**config.mk**
```make
export PLATFORM = sky130hd
export DESIGN_NAME = edge_irq_unit
export DESIGN_NICKNAME = d
export VERILOG_FILES = /design/src/rtl/eport_pkg.sv /design/src/rtl/eport_rst_sync.sv /design/src/rtl/eport_sync.sv /design/src/rtl/eport_detect.sv /design/src/rtl/eport_regs.sv /design/src/rtl/edge_irq_unit.sv
export SDC_FILE = /design/constraint.sdc
export NUM_CORES = 1
export LEC_CHECK = 0
export CAP_MARGIN = 20
export CELL_PAD_IN_SITES_DETAIL_PLACEMENT = 2
export CELL_PAD_IN_SITES_GLOBAL_PLACEMENT = 2
export CORE_ASPECT_RATIO = 1.75
export CORE_UTILIZATION = 33
export CTS_CLUSTER_SIZE = 24
export DETAILED_ROUTE_END_ITERATION = 10
export MAX_ROUTING_LAYER = met4
export PLACE_DENSITY = 0.84
export SLEW_MARGIN = 20
export SYNTH_ARGS = -nofsm -noshare
export SYNTH_HDL_FRONTEND = slang
export SYNTH_SLANG_ARGS = --single-unit
```
**constraint.sdc**
```tcl
create_clock -name clk -period 2.4 [get_ports clk]
set_clock_uncertainty 0.15 [all_clocks]
set_input_delay 0.48 -clock clk [delete_from_list [all_inputs] [get_ports clk]]
set_output_delay 0.48 -clock clk [all_outputs]
set_load 0.05 [all_outputs]
```
**src/rtl/eport_pkg.sv**
```systemverilog
`timescale 1ns/1ps
package eport_pkg;

  typedef enum logic [1:0] {
    TRIG_LEVEL = 2'b00,
    TRIG_RISE  = 2'b01,
    TRIG_FALL  = 2'b10,
    TRIG_BOTH  = 2'b11
  } trig_e;

  typedef enum logic [1:0] {
    SEL_MODE = 2'd0,
    SEL_DIR  = 2'd1,
    SEL_IEN  = 2'd2,
    SEL_FLAG = 2'd3
  } regsel_e;

endpackage

```
**src/rtl/eport_rst_sync.sv**
```systemverilog
`timescale 1ns/1ps
module eport_rst_sync (
  input  logic clk,
  input  logic rst_n,
  output logic rst_int_n
);

  logic [1:0] stage_q;
  logic [1:0] stage_d;

  always_comb begin
    stage_d = {stage_q[0], 1'b1};
  end

  always_ff @(posedge clk or negedge rst_n) begin
    if (!rst_n) stage_q <= 2'b00;
    else        stage_q <= stage_d;
  end

  assign rst_int_n = stage_q[1];

endmodule

```
**src/rtl/eport_sync.sv**
```systemverilog
`timescale 1ns/1ps
module eport_sync #(
  parameter int WIDTH = 8
) (
  input  logic             clk,
  input  logic             rst_n,
  input  logic [WIDTH-1:0] async_in,
  output logic [WIDTH-1:0] sync_out
);

  for (genvar i = 0; i < WIDTH; i++) begin : g_bit
    logic meta_q;
    logic stab_q;

    always_ff @(posedge clk or negedge rst_n) begin
      if (!rst_n) begin
        meta_q <= 1'b0;
        stab_q <= 1'b0;
      end else begin
        meta_q <= async_in[i];
        stab_q <= meta_q;
      end
    end

    assign sync_out[i] = stab_q;
  end

endmodule

```
**src/rtl/eport_detect.sv**
```systemverilog
`timescale 1ns/1ps
module eport_detect
  import eport_pkg::*;
#(
  parameter int NUM_PINS = 8,
  localparam int MODE_W  = 2 * NUM_PINS
) (
  input  logic                clk,
  input  logic                rst_n,
  input  logic [NUM_PINS-1:0] pin_s,
  input  logic [MODE_W-1:0]   mode_q,
  output logic [NUM_PINS-1:0] edge_hit,
  output logic [NUM_PINS-1:0] level_act
);

  logic [NUM_PINS-1:0] prev_q;
  logic [NUM_PINS-1:0] prev_d;

  always_comb begin
    prev_d = pin_s;
  end

  always_ff @(posedge clk or negedge rst_n) begin
    if (!rst_n) prev_q <= '0;
    else        prev_q <= prev_d;
  end

  for (genvar i = 0; i < NUM_PINS; i++) begin : g_pin
    logic rise;
    logic fall;
    trig_e trig;

    always_comb begin
      trig = trig_e'(mode_q[2*i +: 2]);
      rise = pin_s[i] & ~prev_q[i];
      fall = ~pin_s[i] & prev_q[i];
      case (trig)
        TRIG_RISE: edge_hit[i] = rise;
        TRIG_FALL: edge_hit[i] = fall;
        TRIG_BOTH: edge_hit[i] = rise | fall;
        default:   edge_hit[i] = 1'b0;
      endcase
      level_act[i] = ~pin_s[i];
    end
  end

endmodule

```
**src/rtl/eport_regs.sv**
```systemverilog
`timescale 1ns/1ps
module eport_regs
  import eport_pkg::*;
#(
  parameter int NUM_PINS = 8,
  localparam int MODE_W  = 2 * NUM_PINS
) (
  input  logic                clk,
  input  logic                rst_n,
  input  logic                reg_wr,
  input  logic [1:0]          reg_sel,
  input  logic [MODE_W-1:0]   reg_wdata,
  output logic [MODE_W-1:0]   reg_rdata,
  input  logic [NUM_PINS-1:0] edge_hit,
  input  logic [NUM_PINS-1:0] level_act,
  output logic [MODE_W-1:0]   mode_q,
  output logic [NUM_PINS-1:0] dir_q,
  output logic [NUM_PINS-1:0] ien_q,
  output logic [NUM_PINS-1:0] flag_q,
  output logic [NUM_PINS-1:0] flag_view
);

  localparam logic [NUM_PINS-1:0] PIN_MASK  = {{(NUM_PINS-1){1'b1}}, 1'b0};
  localparam logic [MODE_W-1:0]   MODE_MASK = {{(MODE_W-2){1'b1}}, 2'b00};

  logic                mode_en, dir_en, ien_en, clr_en;
  logic [MODE_W-1:0]   mode_d;
  logic [NUM_PINS-1:0] dir_d, ien_d, flag_d;
  logic [NUM_PINS-1:0] is_level;

  always_comb begin
    mode_en = reg_wr && (reg_sel == SEL_MODE);
    dir_en  = reg_wr && (reg_sel == SEL_DIR);
    ien_en  = reg_wr && (reg_sel == SEL_IEN);
    clr_en  = reg_wr && (reg_sel == SEL_FLAG);
  end

  for (genvar i = 0; i < NUM_PINS; i++) begin : g_lvl
    assign is_level[i] = (mode_q[2*i +: 2] == TRIG_LEVEL);
  end

  always_comb begin
    mode_d = mode_en ? (reg_wdata & MODE_MASK) : mode_q;
    dir_d  = dir_en  ? (reg_wdata[NUM_PINS-1:0] & PIN_MASK) : dir_q;
    ien_d  = ien_en  ? (reg_wdata[NUM_PINS-1:0] & PIN_MASK) : ien_q;
    for (int i = 0; i < NUM_PINS; i++) begin
      if (is_level[i])                    flag_d[i] = 1'b0;
      else if (edge_hit[i])               flag_d[i] = 1'b1;
      else if (clr_en && reg_wdata[i])    flag_d[i] = 1'b0;
      else                                flag_d[i] = flag_q[i];
    end
    flag_d = flag_d & PIN_MASK;
  end

  always_ff @(posedge clk or negedge rst_n) begin
    if (!rst_n) begin
      mode_q <= '0;
      dir_q  <= '0;
      ien_q  <= '0;
      flag_q <= '0;
    end else begin
      mode_q <= mode_d;
      dir_q  <= dir_d;
      ien_q  <= ien_d;
      flag_q <= flag_d;
    end
  end

  always_comb begin
    for (int i = 0; i < NUM_PINS; i++) begin
      flag_view[i] = is_level[i] ? level_act[i] : flag_q[i];
    end
    flag_view = flag_view & PIN_MASK;
  end

  always_comb begin
    case (reg_sel)
      SEL_MODE: reg_rdata = mode_q;
      SEL_DIR:  reg_rdata = {{(MODE_W-NUM_PINS){1'b0}}, dir_q};
      SEL_IEN:  reg_rdata = {{(MODE_W-NUM_PINS){1'b0}}, ien_q};
      default:  reg_rdata = {{(MODE_W-NUM_PINS){1'b0}}, flag_view};
    endcase
  end

endmodule

```
**src/rtl/edge_irq_unit.sv**
```systemverilog
`timescale 1ns/1ps
module edge_irq_unit #(
  parameter int NUM_PINS = 8,
  localparam int MODE_W  = 2 * NUM_PINS
) (
  input  logic                clk,
  input  logic                rst_n,
  input  logic                reg_wr,
  input  logic [1:0]          reg_sel,
  input  logic [MODE_W-1:0]   reg_wdata,
  output logic [MODE_W-1:0]   reg_rdata,
  input  logic [NUM_PINS-1:0] pin_in,
  output logic [NUM_PINS-1:0] dir_out,
  output logic [NUM_PINS-1:0] irq_req
);

  logic                rst_int_n;
  logic [NUM_PINS-1:0] pin_s;
  logic [NUM_PINS-1:0] edge_hit;
  logic [NUM_PINS-1:0] level_act;
  logic [MODE_W-1:0]   mode_q;
  logic [NUM_PINS-1:0] dir_q;
  logic [NUM_PINS-1:0] ien_q;
  logic [NUM_PINS-1:0] flag_q;
  logic [NUM_PINS-1:0] flag_view;

  eport_rst_sync u_rst (
    .clk       (clk),
    .rst_n     (rst_n),
    .rst_int_n (rst_int_n)
  );

  eport_sync #(.WIDTH(NUM_PINS)) u_sync (
    .clk      (clk),
    .rst_n    (rst_int_n),
    .async_in (pin_in),
    .sync_out (pin_s)
  );

  eport_detect #(.NUM_PINS(NUM_PINS)) u_detect (
    .clk       (clk),
    .rst_n     (rst_int_n),
    .pin_s     (pin_s),
    .mode_q    (mode_q),
    .edge_hit  (edge_hit),
    .level_act (level_act)
  );

  eport_regs #(.NUM_PINS(NUM_PINS)) u_regs (
    .clk       (clk),
    .rst_n     (rst_int_n),
    .reg_wr    (reg_wr),
    .reg_sel   (reg_sel),
    .reg_wdata (reg_wdata),
    .reg_rdata (reg_rdata),
    .edge_hit  (edge_hit),
    .level_act (level_act),
    .mode_q    (mode_q),
    .dir_q     (dir_q),
    .ien_q     (ien_q),
    .flag_q    (flag_q),
    .flag_view (flag_view)
  );

  for (genvar i = 0; i < NUM_PINS; i++) begin : g_req
    assign irq_req[i] = ien_q[i] & flag_view[i];
  end

  assign dir_out = dir_q;

endmodule

```
==> qor.yml <==
yosys_most_used_dff: "dfrtp_1"
ctsHoldBuffers: 0
cts_buffers: 9
rsz0062_at_grt: "yes"
grt_max_degree: 30
min_path_type: "register to asynchronous set/reset pin"
drt_pass1_iterations: 7
antenna_found_initial: 0
overflow: 0
post-synth-top-count-cell: "dfrtp_1"
wl_mm: 8.32
fin_crit_sh_pct: 99.7
root_buffer: "clkbuf_16"
coreArea_mm2: 0.00796
hold_ws_ns: 0.161
clkPwrFrac_pct: 31.9
synth.distinct_cells: 31
pin_count: 61
final_area_mm2: 0.00396
grt_pass1_vias: 2362
dpl_cell_area_mm2: 0.00364
antenna_cells: 0
syn_inst: 217
synth_warnings: 0
gp_congestion: 0.794
p_leak_nw: 1.84
clock_path_buffers: 2
finalHoldViolCount: 0
post_drt_wl_per_cell_um: 21.1
avgSynthCellArea_um2: 12.5
clk_latency_ns: 0.33
p_comb_share_pct: 33.8
worstRegToRegCells: 4
synth_seq_cells: 58
p_seq_share_pct: 34.3
syn_area_mm2: 0.00272
timing.critical_path.from: "u_regs.mode_q[10]"
cellPowerDensity_mw_per_mm2: 949
drtIter0Drc: 132
drive_gt1_share_pct: 32.9
crit_type: "register to output pin"
grt_usage_pct: 22.5
endpoint_kind: "output pin"
slew_viol_final: 0
die_y_um: 122
synth_top_cell_by_area: "dfrtp_1"
area_delta_synth_final_pct: 45.3
tightest_slew_ns: 0.680
portBuffers: 55
die_w_um: 70.6
final_cells: 394
nets: 342
reg2reg_from: "u_sync.g_bit[2].stab_q"
ys_async_sr_fraction_pct: 100
switching_share_pct: 34.3
endpoint: "reg_rdata[5]"
finalPower_mw: 3.75
dp_hpwl_mm: 5.61
via_count: 2004
switching_power_mw: 1.29
pre_cts_ws_ns: -0.233
status: "complete, but fails checks"
grt_pass1_wl_mm: 13.4
finalWorstSetupSlack_ns: 0.00797
fp-row-count: 43
crit_arrival_ns: 1.76
numPlacedInstances: 376
intPower_mw: 2.47
violations: "DRC"
cts_tree: "done"
clock-sinks: 58
relSlewSlack_pct: 54.7
start_kind: "register"
vdd_drop_max_uv: 568
fin_crit_ns: 2.39
route.detailed.drc: 6
path_clk_slew_ns: 0.05
required_ns: 1.77
ant_nets: 0
ctsHtreeMaxLevel: 3
viasPerCell: 5.09
synth-edff-count: 0
initial_core_util_pct: 34.2
synth_top_area_share_pct: 53.3
ys_top_cells_by_area: "dfrtp_1 (53%), mux2_2 (7.4%), ha_1 (6.4%), mux2_4 (5.5%), inv_1 (2.8%)"
path_max_fanout: 2
synthTopCellsByCount: "dfrtp_1 (58), inv_1 (20), mux2_2 (18), ha_1 (14), o21ai_0 (11)"
design.die.area_mm2: 0.00863
rr_endpoint: "u_regs.flag_q[2]"
synth-seq-area-share_pct: 53.3
rrSetupSlack_ns: 0.96
drv_cap: 0
max_freq_mhz: 418
setup_viol: 0
[state kept, by name, indices dropped and copies added (netlist names)]
name / cells
u_regs.flag_q: 7
u_regs.ien_q: 7
u_sync.g_bit.meta_q: 7
u_regs.mode_q: 14
u_regs.dir_q: 7
u_detect.prev_q: 7
u_sync.g_bit.stab_q: 7
u_rst.stage_q: 2
[cells in the final DEF (no fill, tap or decap), types with 3 or more instances in the layout]
| cell | netlist | layout |
|---|---|---|
| dfrtp_1 | 58 | 56 |
| clkdlybuf4s50_1 | 0 | 31 |
| buf_4 | 4 | 27 |
| inv_1 | 20 | 20 |
| mux2_2 | 18 | 18 |
| buf_12 | 0 | 17 |
| ha_1 | 14 | 14 |
| and2_1 | 10 | 10 |
| mux2_4 | 10 | 10 |
| nor2_1 | 9 | 9 |
| clkbuf_16 | 0 | 9 |
| nand2_1 | 8 | 8 |
| a21oi_1 | 8 | 8 |
| a211o_1 | 7 | 7 |
| mux2i_1 | 6 | 6 |
| nor2b_1 | 5 | 5 |
| o21ai_0 | 11 | 5 |
| o21ai_1 | 0 | 4 |
| o31a_1 | 4 | 4 |
| a222oi_1 | 4 | 4 |
| conb_1 | 2 | 4 |
| clkinv_2 | 0 | 3 |
[cell type report]
| cell class | instances | area [µm²] |
|---|---|---|
| Inverter | 20 | 75.1 |
| Multi-Input combinational cell | 132 | 1150 |
| Sequential cell | 58 | 1450 |
| Tap cell | 90 | 113 |
| Clock buffer | 13 | 260 |
| Clock inverter | 3 | 15.0 |
| Timing Repair Buffer | 78 | 885 |
| Fill cell | 774 | 4010 |
[how the worst min path moves through the flow]
| stage | startpoint | endpoint | slack (ns) | cells after the start |
|---|---|---|---|---|
| floorplan | rst_n | u_rst.stage_q[0] | 0.03 | 0 |
| global placement | u_rst.stage_q[1] | u_regs.dir_q[3] | 0.17 | 0 |
| detailed placement | u_rst.stage_q[1] | u_regs.dir_q[3] | 0.18 | 0 |
| CTS | rst_n | u_rst.stage_q[0] | 0.16 | 1 |
| global route | rst_n | u_rst.stage_q[0] | 0.16 | 1 |
| finish | u_rst.stage_q[1] | u_sync.g_bit[3].stab_q | 0.16 | 0 |
[metal layers]
| metal | GRT usage, % | routed length, µm | vias up |
|---|---|---|---|
| met4 | 9.25 | 194 | 0 |
| li1 | - | - | 904 |
| met3 | 5.29 | 315 | 14 |
| met2 | 39.1 | 4630 | 65 |
| met5 | - | 0 | - |
| met1 | 24.5 | 3170 | 1021 |
[worst max-delay path, stage by stage (launching register included)]
cell	delay (ns)
dfrtp_1	0.40
o21ai_2	0.20
o31ai_2	0.12
mux4_2	0.53
buf_6	0.18
[per-stage QoR]
step	utilization, %	setup TNS [ns]
global placement	45.7	-2.03
detailed placement	45.7	-2.23
finish	49.7	0
global route	49.7	-0.117
floorplan	-	-0.186
CTS	49.6	-0.0218
[cells by family after synthesis]
| logic type | Yosys count | synth area share (%) |
|---|---|---|
| mux | 36 | 16.8 |
| compound gates | 39 | 9.89 |
| simple gates | 39 | 7.86 |
| flops | 58 | 53.3 |
| other cells | 2 | 0.276 |
| buf+inv | 29 | 5.38 |
| fa+ha+maj | 14 | 6.44 |
[power groups by stage]
stage	Combinational, mW	Sequential, mW	Clock [mW]
after detailed placement	1.21	1.29	0
after floorplan	0.637	1.34	0
after global placement	1.18	1.27	0
after CTS	1.27	1.29	1.22
after global routing	1.33	1.31	1.27
final	1.27	1.29	1.20
[repair_timing]
item,CTS,global route
setup buffers,2,0
gates resized for setup,12,5
pin swaps,2,3
setup endpoints to repair,15,7
(Power assumes the default switching activity.)
